### config.mk
export PLATFORM = sky130hd
export DESIGN_NAME = tlb_xlate
export DESIGN_NICKNAME = d
export VERILOG_FILES = /design/src/rtl/tlb_pkg.sv /design/src/rtl/tlb_perm.sv /design/src/rtl/tlb_cam.sv /design/src/rtl/tlb_victim.sv /design/src/rtl/tlb_xlate.sv
export SDC_FILE = /design/constraint.sdc
export NUM_CORES = 2
export LEC_CHECK = 0
export BUFFER_PORTS_ARGS = -buffer_cell sky130_fd_sc_hd__buf_2
export CORE_MARGIN = 3
export CORE_UTILIZATION = 63
export CTS_CLUSTER_SIZE = 40
export DETAILED_ROUTE_END_ITERATION = 16
export GPL_TIMING_DRIVEN = 1
export PLACE_DENSITY = 0.84
export SLEW_MARGIN = 10
export SYNTH_ARGS = -nofsm -noshare
export SYNTH_HDL_FRONTEND = slang
export SYNTH_HIERARCHICAL = 1
export SYNTH_SLANG_ARGS = --single-unit
### constraint.sdc
create_clock -name clk -period 10.95 [get_ports clk]
set_input_delay 2.19 -clock clk [delete_from_list [all_inputs] [get_ports clk]]
set_output_delay 2.19 -clock clk [all_outputs]
set_load 0.05 [all_outputs]
### src/rtl/tlb_pkg.sv
package tlb_pkg;
  typedef enum logic [1:0] {
    ACC_RD = 2'd0,
    ACC_WR = 2'd1,
    ACC_EX = 2'd2
  } acc_e;

  typedef struct packed {
    logic ex;
    logic wr;
    logic rd;
  } perm_t;
endpackage

### src/rtl/tlb_perm.sv
module tlb_perm
  import tlb_pkg::*;
(
  input  logic [1:0] acc,
  input  perm_t      perm,
  output logic       allow
);
  always_comb begin
    case (acc)
      ACC_RD:  allow = perm.rd;
      ACC_WR:  allow = perm.wr;
      ACC_EX:  allow = perm.ex;
      default: allow = 1'b0;
    endcase
  end
endmodule

### src/rtl/tlb_cam.sv
module tlb_cam
  import tlb_pkg::*;
#(
  parameter int ENTRIES = 32,
  parameter int VPN_W   = 20,
  parameter int PPN_W   = 20,
  localparam int IDX_W  = $clog2(ENTRIES)
) (
  input  logic               clk,
  input  logic               rst,
  input  logic               flush,
  input  logic               wr_en,
  input  logic [IDX_W-1:0]   wr_idx,
  input  logic [VPN_W-1:0]   wr_vpn,
  input  logic [PPN_W-1:0]   wr_ppn,
  input  perm_t              wr_perm,
  input  logic [VPN_W-1:0]   lk_vpn,
  output logic               lk_any,
  output logic [PPN_W-1:0]   lk_ppn,
  output perm_t              lk_perm,
  output logic [ENTRIES-1:0] rf_match,
  output logic [ENTRIES-1:0] valid_vec
);
  logic [VPN_W-1:0] tag_q    [ENTRIES];
  logic [PPN_W-1:0] ppn_mem  [ENTRIES];
  perm_t            perm_mem [ENTRIES];
  logic [ENTRIES-1:0] lk_match;

  // valid bits: reset and flushed as a whole
  always_ff @(posedge clk) begin
    if (rst || flush) begin
      valid_vec <= '0;
    end else if (wr_en) begin
      valid_vec[wr_idx] <= 1'b1;
    end
  end

  // payload storage, written like a simple dual-port RAM
  always_ff @(posedge clk) begin
    if (wr_en && !flush) begin
      tag_q[wr_idx]    <= wr_vpn;
      ppn_mem[wr_idx]  <= wr_ppn;
      perm_mem[wr_idx] <= wr_perm;
    end
  end

  generate
    for (genvar g = 0; g < ENTRIES; g++) begin : g_cmp
      assign lk_match[g] = valid_vec[g] && (tag_q[g] == lk_vpn);
      assign rf_match[g] = valid_vec[g] && (tag_q[g] == wr_vpn);
    end
  endgenerate

  // matches are one-hot (no duplicates), so an OR-select is exact
  always_comb begin
    lk_ppn  = '0;
    lk_perm = '0;
    for (int i = 0; i < ENTRIES; i++) begin
      lk_ppn  = lk_ppn  | (ppn_mem[i] & {PPN_W{lk_match[i]}});
      lk_perm = lk_perm | (perm_mem[i] & {3{lk_match[i]}});
    end
  end

  assign lk_any = |lk_match;
endmodule

### src/rtl/tlb_victim.sv
module tlb_victim #(
  parameter int ENTRIES = 32,
  localparam int IDX_W  = $clog2(ENTRIES)
) (
  input  logic               clk,
  input  logic               rst,
  input  logic               flush,
  input  logic               wr_en,
  input  logic [ENTRIES-1:0] rf_match,
  input  logic [ENTRIES-1:0] valid_vec,
  output logic [IDX_W-1:0]   tgt_idx
);
  logic [IDX_W-1:0] rr_ptr;
  logic [IDX_W-1:0] match_idx;
  logic [IDX_W-1:0] free_idx;
  logic             has_free;
  logic             evict;

  always_comb begin
    match_idx = '0;
    for (int i = 0; i < ENTRIES; i++) begin
      if (rf_match[i]) match_idx = IDX_W'(i);
    end
  end

  always_comb begin
    free_idx = '0;
    has_free = 1'b0;
    for (int i = ENTRIES - 1; i >= 0; i--) begin
      if (!valid_vec[i]) begin
        free_idx = IDX_W'(i);
        has_free = 1'b1;
      end
    end
  end

  assign evict   = !(|rf_match) && !has_free;
  assign tgt_idx = (|rf_match) ? match_idx : (has_free ? free_idx : rr_ptr);

  always_ff @(posedge clk) begin
    if (rst || flush) begin
      rr_ptr <= '0;
    end else if (wr_en && evict) begin
      if (rr_ptr == IDX_W'(ENTRIES - 1)) rr_ptr <= '0;
      else                               rr_ptr <= rr_ptr + 1'b1;
    end
  end
endmodule

### src/rtl/tlb_xlate.sv
module tlb_xlate
  import tlb_pkg::*;
#(
  parameter int ENTRIES = 32,
  parameter int VPN_W   = 20,
  parameter int PPN_W   = 20,
  parameter int OFF_W   = 12,
  localparam int VA_W   = VPN_W + OFF_W,
  localparam int PA_W   = PPN_W + OFF_W,
  localparam int IDX_W  = $clog2(ENTRIES)
) (
  input  logic             clk,
  input  logic             rst,
  input  logic             flush,
  input  logic             sup_mode,
  input  logic             lk_valid,
  input  logic [VA_W-1:0]  lk_vaddr,
  input  logic [1:0]       lk_acc,
  input  logic             rf_valid,
  input  logic [VPN_W-1:0] rf_vpn,
  input  logic [PPN_W-1:0] rf_ppn,
  input  logic [2:0]       rf_perm,
  output logic             rsp_hit,
  output logic             rsp_miss,
  output logic             rsp_fault,
  output logic [PA_W-1:0]  rsp_paddr,
  output logic             rf_fault
);
  logic               wr_en;
  logic [IDX_W-1:0]   tgt_idx;
  logic               lk_any;
  logic [PPN_W-1:0]   lk_ppn;
  perm_t              lk_perm;
  logic [ENTRIES-1:0] rf_match;
  logic [ENTRIES-1:0] valid_vec;
  logic               allow;

  assign wr_en = rf_valid && sup_mode && !flush;

  tlb_cam #(.ENTRIES(ENTRIES), .VPN_W(VPN_W), .PPN_W(PPN_W)) cam_i (
    .clk(clk), .rst(rst), .flush(flush),
    .wr_en(wr_en), .wr_idx(tgt_idx), .wr_vpn(rf_vpn), .wr_ppn(rf_ppn),
    .wr_perm(perm_t'(rf_perm)),
    .lk_vpn(lk_vaddr[VA_W-1:OFF_W]),
    .lk_any(lk_any), .lk_ppn(lk_ppn), .lk_perm(lk_perm),
    .rf_match(rf_match), .valid_vec(valid_vec)
  );

  tlb_victim #(.ENTRIES(ENTRIES)) vic_i (
    .clk(clk), .rst(rst), .flush(flush), .wr_en(wr_en),
    .rf_match(rf_match), .valid_vec(valid_vec), .tgt_idx(tgt_idx)
  );

  tlb_perm perm_i (.acc(lk_acc), .perm(lk_perm), .allow(allow));

  always_ff @(posedge clk) begin
    if (rst) begin
      rsp_hit   <= 1'b0;
      rsp_miss  <= 1'b0;
      rsp_fault <= 1'b0;
      rsp_paddr <= '0;
      rf_fault  <= 1'b0;
    end else begin
      rsp_hit   <= lk_valid && lk_any && allow;
      rsp_miss  <= lk_valid && !lk_any;
      rsp_fault <= lk_valid && lk_any && !allow;
      rsp_paddr <= (lk_valid && lk_any && allow) ? {lk_ppn, lk_vaddr[OFF_W-1:0]} : '0;
      rf_fault  <= rf_valid && !sup_mode;
    end
  end
endmodule

# Yosys cells after proc, flatten, opt, wreduce, memory -nomap -nowiden
# Memory sizes are Yosys's and may differ from the RTL's.
# Cells that the tools add are included.
# word_totals
out_inout_bits,36
reg_bits,73
n_memories,3
word_cells,397
ramBits,1376
in_bits,83
# mem_list
name,words,width,read_ports,rd_ports_with_merged_regs,write_ports,line_no,text
cam_i.ppn_mem,32,20,32,0,1,tlb_cam.sv:25,logic [PPN_W-1:0] ppn_mem [ENTRIES];
cam_i.tag_q,32,20,32,0,1,tlb_cam.sv:24,logic [VPN_W-1:0] tag_q [ENTRIES];
cam_i.perm_mem,32,3,32,0,1,tlb_cam.sv:26,perm_t perm_mem [ENTRIES];
# op_classes
n_lt_le_gt_ge,2
n_eq_ne,67
mux,103
add_sub_neg,1
bitwise,128
n_reduce_logical,86
# ops
operator,count
20-bit equality test,64
20-bit bitwise AND,32
20-bit bitwise OR,31
5-bit two-way mux,51
3-bit bitwise AND,32
3-bit bitwise OR,31
1-bit logical AND,75
32-bit OR reduction,2
1-bit two-way mux,36
4-bit two-way mux,8
32-bit bitwise OR,1
3-bit two-way mux,4
1-bit logical NOT,6
5-bit by 6-bit less-than comparator with 1-bit output (second input constant),1
5-bit by 1-bit adder with 5-bit output (second input constant),1
1-bit demux with 5-bit select,1
5-bit equality test (second input constant),1
5-bit by 1-bit >= comparator with 1-bit output (second input constant),1
2-bit two-way mux,2
1-bit case mux with 3 select lines,1
2-bit by 1-bit equality test with 1-bit output (second input constant),1
2-bit equality test (second input constant),1
2-bit logical NOT,1
2-bit OR reduction,1
2 further kinds,2

# Logic depth before layout (Yosys ltp)
# An unclocked memory read counts as a cell.
# depth
ltp_word,40
ltp_mapped,17
mapped_depth_nobuf,14

# Cells and area by module
# Netlist, hierarchy kept.
# by_module_without_submodules
mod,cells_per_inst,seq_area_each_um2,area_per_inst_um2,instances
tlb_cam,4612,41960.2,64169.0,1
tlb_victim,166,100.1,1073.5,1
tlb_xlate,78,720.7,1014.7,1
tlb_perm,3,0.0,22.5,1

# Worst setup path before layout
# No wires, ideal clock.
# synth_timing
kind,in2reg
from,input port rf_vpn[3]
to,"memory cam_i/perm_mem[31][0] in the netlist's numbering, enable pin"
stages,17
setup_slack_ns,2.656
arrival_ns,7.851
setup_ns,0.444
n_path_buf,5
required_ns,10.506
cell_sequence,clkbuf_1 -> buf_1 -> clkbuf_1 -> xnor2_1 -> nand4_1 -> nor4_1 -> nand2b_1 -> a21oi_1 -> a211oi_1 -> o221ai_1 -> a221o_1 -> a32oi_1 -> and3_1 -> clkbuf_1 -> nand2b_1 -> clkbuf_1 -> nor2_1
# synth_via
word_cells_on_any_way,97
classes_between,eq/ne: 32; mux: 32; reduce/logical: 33
# synth_lines
element,line_no,text
"start, declared",tlb_xlate.sv:20,"input logic [VPN_W-1:0] rf_vpn,"
20-bit equality test (*),tlb_cam.sv:50,assign rf_match[g] = valid_vec[g] && (tag_q[g] == wr_vpn);
1-bit logical AND (*),tlb_cam.sv:50,
net rf_match[9],tlb_xlate.sv:34,logic [ENTRIES-1:0] rf_match;
4-bit two-way mux (7 in a row),tlb_victim.sv:22,if (rf_match[i]) match_idx = IDX_W'(i);
5-bit two-way mux (16 in a row),tlb_victim.sv:22,
5-bit two-way mux (*),tlb_victim.sv:38,assign tgt_idx = (|rf_match) ? match_idx : (has_free ? free_idx : rr_ptr);
net tgt_idx[0],tlb_xlate.sv:30,logic [IDX_W-1:0] tgt_idx;
"end, declared",tlb_cam.sv:26,
# Mark *: on every way through the listed nets, which the timed path passes. The rest lies on a longest branch.

# Worst setup path after layout
# layout_timing
from,input port rf_vpn[3]
to,"memory cam_i.tag_q[3][16], enable pin"
# layout_via
word_cells_on_any_way,97
classes_between,eq/ne: 32; mux: 32; reduce/logical: 33
# layout_lines
element,line_no
20-bit equality test (*),tlb_cam.sv:50
1-bit logical AND (*),tlb_cam.sv:50
net rf_match[11],tlb_xlate.sv:34
4-bit two-way mux (5 in a row),tlb_victim.sv:22
5-bit two-way mux (16 in a row),tlb_victim.sv:22
5-bit two-way mux (*),tlb_victim.sv:38
net tgt_idx[0],tlb_xlate.sv:30
"end, declared",tlb_cam.sv:24
# Marks and branches as above.

==> summary.txt <==
Outcome
  • Status: finished clean

Power and ir drop
  • Clock power share: 0.426
  • Overall power: 11.6 mW
  • Sequential Power Share: 0.522
  • Psw: 2.61 mW
  • Power share of the combinational group: 0.052
  • Cell Pwr Density: 159 nW/um^2
  • Switching Fraction: 0.224
  • P_int: 9.02 mW
  • Leak: 22.9 nW
  • Peak supply drop: 115 uV

Routing
  • Remaining DRCs: 0
  • Final WL: 214,000 microns
  • Initial DRC count: 8,097
  • Number of vias per cell: 7.17
  • Antenna Nets Post-Route: 0
  • WL/cell: 33.2 microns
  • Vias after detailed routing: 46,300
  • DRT Pass-1 Iters: 10

Global routing
  • Met1 usage: 0.496
  • Layer with the highest usage: met2
  • Gr usage total: 0.388
  • Vias in the first global route: 46,000
  • Met3 Resource Use GR: 0.136
  • Antenna violations before repair: 12
  • Met2 Use GR: 0.578
  • Final global-route overflow total: 0
  • Largest net degree at the start of global routing: 44
  • Global-route wire length before repair: 306,000 microns

Cells and area
  • Commonest non-fill, non-tap cell in the layout: edfxtp_1
  • Share of cells above drive strength 1: 0.119
  • Filler Cell Count: 6,510
  • Final Cell Area: 73,200 sq um
  • Commonest non-fill, non-tap cells in the layout: edfxtp_1 (1,376), xnor2_1 (857), nand3_1 (559)
  • FF+latch area: 42,800 sq um
  • Multi-input logic area: 21,900 sq um
  • Synth-to-layout area growth: 10.5%
  • Final net count: 5,043
  • Final Util: 0.704
  • Finished Layout Cells: 6,460

Timing
  • Fin Setup TNS: 0 ns
  • # setup viols final: 0
  • Min cycle time layout: 8.38 ns
  • Final slew viol count: 0
  • Max Clock Freq: 119 MHz
  • Final setup skew: 0.0430 ns
  • RSZ-0062 raised after global routing: no
  • Headroom to the max-slew limit: 0.0652
  • Fin Hold WS: 0.548 ns
  • Worst setup margin: 2.57 ns
  • Fin crit share: 0.765
  • Final Hold Viols: 0
  • Pin slew with the least headroom to its limit: 1.39 ns

Placed design
  • HPWL Detailed: 129,000 microns
  • Port bufs: 118
  • Dpl cell area: 68,500 sq um
  • Placed cells: 6,193
  • RD Place Congestion: 0.998
  • Pre-CTS setup slack: 2.10 ns

Floorplan
  • Floorplan core area: 104,000 sq um
  • Die area: 109,000 sq um
  • Die Ht: 330 microns
  • # IOs: 119
  • Initial core utilization: 0.638
  • Chip width: 330 microns
  • Num rows: 118

Critical path
  • Crit-path max cell delay: 0.83 ns
  • Crit path buffers/inverters: 4
  • Reg2reg path depth: 14
  • Arrival time worst endpoint: 8.80 ns
  • FF-to-FF setup slack: 4.27 ns
  • CP max FO: 42
  • Critical path type: primary input to register
  • Worst Setup End Kind: register
  • Crit-path leading delay family: simple AND/OR/NAND/NOR gates
  • Most frequent CP cell: buf_4
  • Crit path launch type: primary input
  • Levels on crit path: 16
  • Crit path cell chain: buf_4, buf_4, xor2_1, nor4_1, nand3_1, nor4_1, buf_4, a2111oi_0, a211oi_1, o221ai_1, a221o_1, a32oi_1, and3_1, nand2b_1, nor2_4, buf_4
  • Critical Path RT: 11.37 ns
  • Slowest-stage cell, CP: nor4_1

Synth
  • Mapped Nets: 4,944
  • Gate Count Post-Synth: 4,859
  • Post-synth EDFFs: 1,376
  • Cell variety after synth: 72
  • Post-synthesis sequential area ratio: 0.645
  • Ys async rst share: 0
  • Yosys reg bits: 1,449
  • YS warnings: 6
  • Top FF cell, synth: edfxtp_1
  • Post-Syn Area per Cell: 13.6 sq um
  • Mapped cell area: 66,300 sq um

Clock network
  • CTS tree: yes
  • Register clock-pin slew on the reported worst setup and hold paths: 0.06 ns
  • Post_cts resized: 0
  • Htree depth: 4
  • Number of CTS-inserted buffers: 143
  • Clk_lat worst skew: 0.79 ns
  • CTS Root Cell: clkbuf_16
  • Setup Fix Bufs, Post-CTS: 0
  • Hold-fix buffers, CTS: 0
  • Num Clock Sinks: 1,449
  • CTS max path bufs: 3

Min path
  • Hold Path Depth: 2
  • Class of the worst hold path: register to register

Run
  • Number of max-cap violations: 0
[Yosys cell counts (4+ instances only)]
library cell  number  area, sq um
o22ai_1            9         56.3
o21ai_0           20          100
nand2_1           46          173
xnor2_1          857         7510
clkbuf_1         177          664
nand2b_1           9         56.3
o2111a_1          22          248
buf_8              5         75.1
buf_2             11         55.1
or3_1              4         25.0
a31oi_1           29          181
and3_1            50          313
nor3_1            11         55.1
buf_6             50          563
nor3b_1            5         37.5
a22oi_1            7         52.6
dfxtp_1           73         1460
or2_2              4         25.0
inv_1             34          128
a21oi_1           45          225
a222oi_1           9         90.1
buf_4             44          330
nor2_1            98          368
xor2_1           395         3460
nand4_1          549         3430
nand3_1          559         2800
buf_1             47          176
and2_1            23          144
and2_2            12         90.1
buf_12             5          100
edfxtp_1        1376        41300
nor4_1           166         1040
or4_1             48          360
[layout make-up]
| cell class | instances | area share |
|---|---|---|
| Sequential cell | 1449 | 0.584 |
| Multi-Input combinational cell | 3034 | 0.299 |
| Clock buffer | 183 | 0.0531 |
| Timing Repair Buffer | 296 | 0.0277 |
| Tap cell | 1380 | 0.0236 |
| Clock inverter | 73 | 0.0102 |
| Inverter | 34 | 0.00174 |
| Antenna cell | 11 | 0.000376 |
[worst paths after layout]
kind,start,end
max,rf_vpn[3],cam_i/tag_q[3][16]$_DFFE_PP_
min,vic_i/rr_ptr[0]$_SDFFE_PP0P_,vic_i/rr_ptr[0]$_SDFFE_PP0P_
max reg2reg,cam_i/tag_q[1][0]$_DFFE_PP_,cam_i/tag_q[3][16]$_DFFE_PP_
min reg2reg,vic_i/rr_ptr[0]$_SDFFE_PP0P_,vic_i/rr_ptr[0]$_SDFFE_PP0P_
[state kept, by name (all words and copies together), names as in the netlist]
signal           cells
rsp_miss             1
rsp_fault            1
cam_i/ppn_mem      640
vic_i/rr_ptr         5
cam_i/perm_mem      96
cam_i/tag_q        640
rf_fault             1
rsp_paddr           32
cam_i/valid_vec     32
rsp_hit              1
[worst min-delay path: stages (launching register included)]
cell     delay (ns)
dfxtp_1        0.36
nand2_1        0.08
a21oi_1        0.06
[per-layer routing]
layer	wire, microns	part of all wire
met5	86	0.00040
met3	35000	0.16
met2	94400	0.44
met1	70000	0.33
met4	14600	0.068
[cell families after synthesis]
group                      synth area share
xor gates and xnor gates              0.166
DFF                                   0.645
and+or+nand+nor                       0.138
muxes                              0.000453
buffers and inverters                0.0318
adders and majority gates          0.000377
AOI/OAI and AO/OA                    0.0181
[power groups by stage]
stage | Sequential, mW | Clock, mW | Combinational, mW
after global placement | 6.18 | 0 | 0.561
after global routing | 6.06 | 5.12 | 0.616
after detailed placement | 6.18 | 0 | 0.572
final | 6.06 | 4.96 | 0.605
after floorplan | 6.18 | 0 | 0.329
after CTS | 6.06 | 4.90 | 0.578
Note: power is estimated with default switching activity, not from simulation.
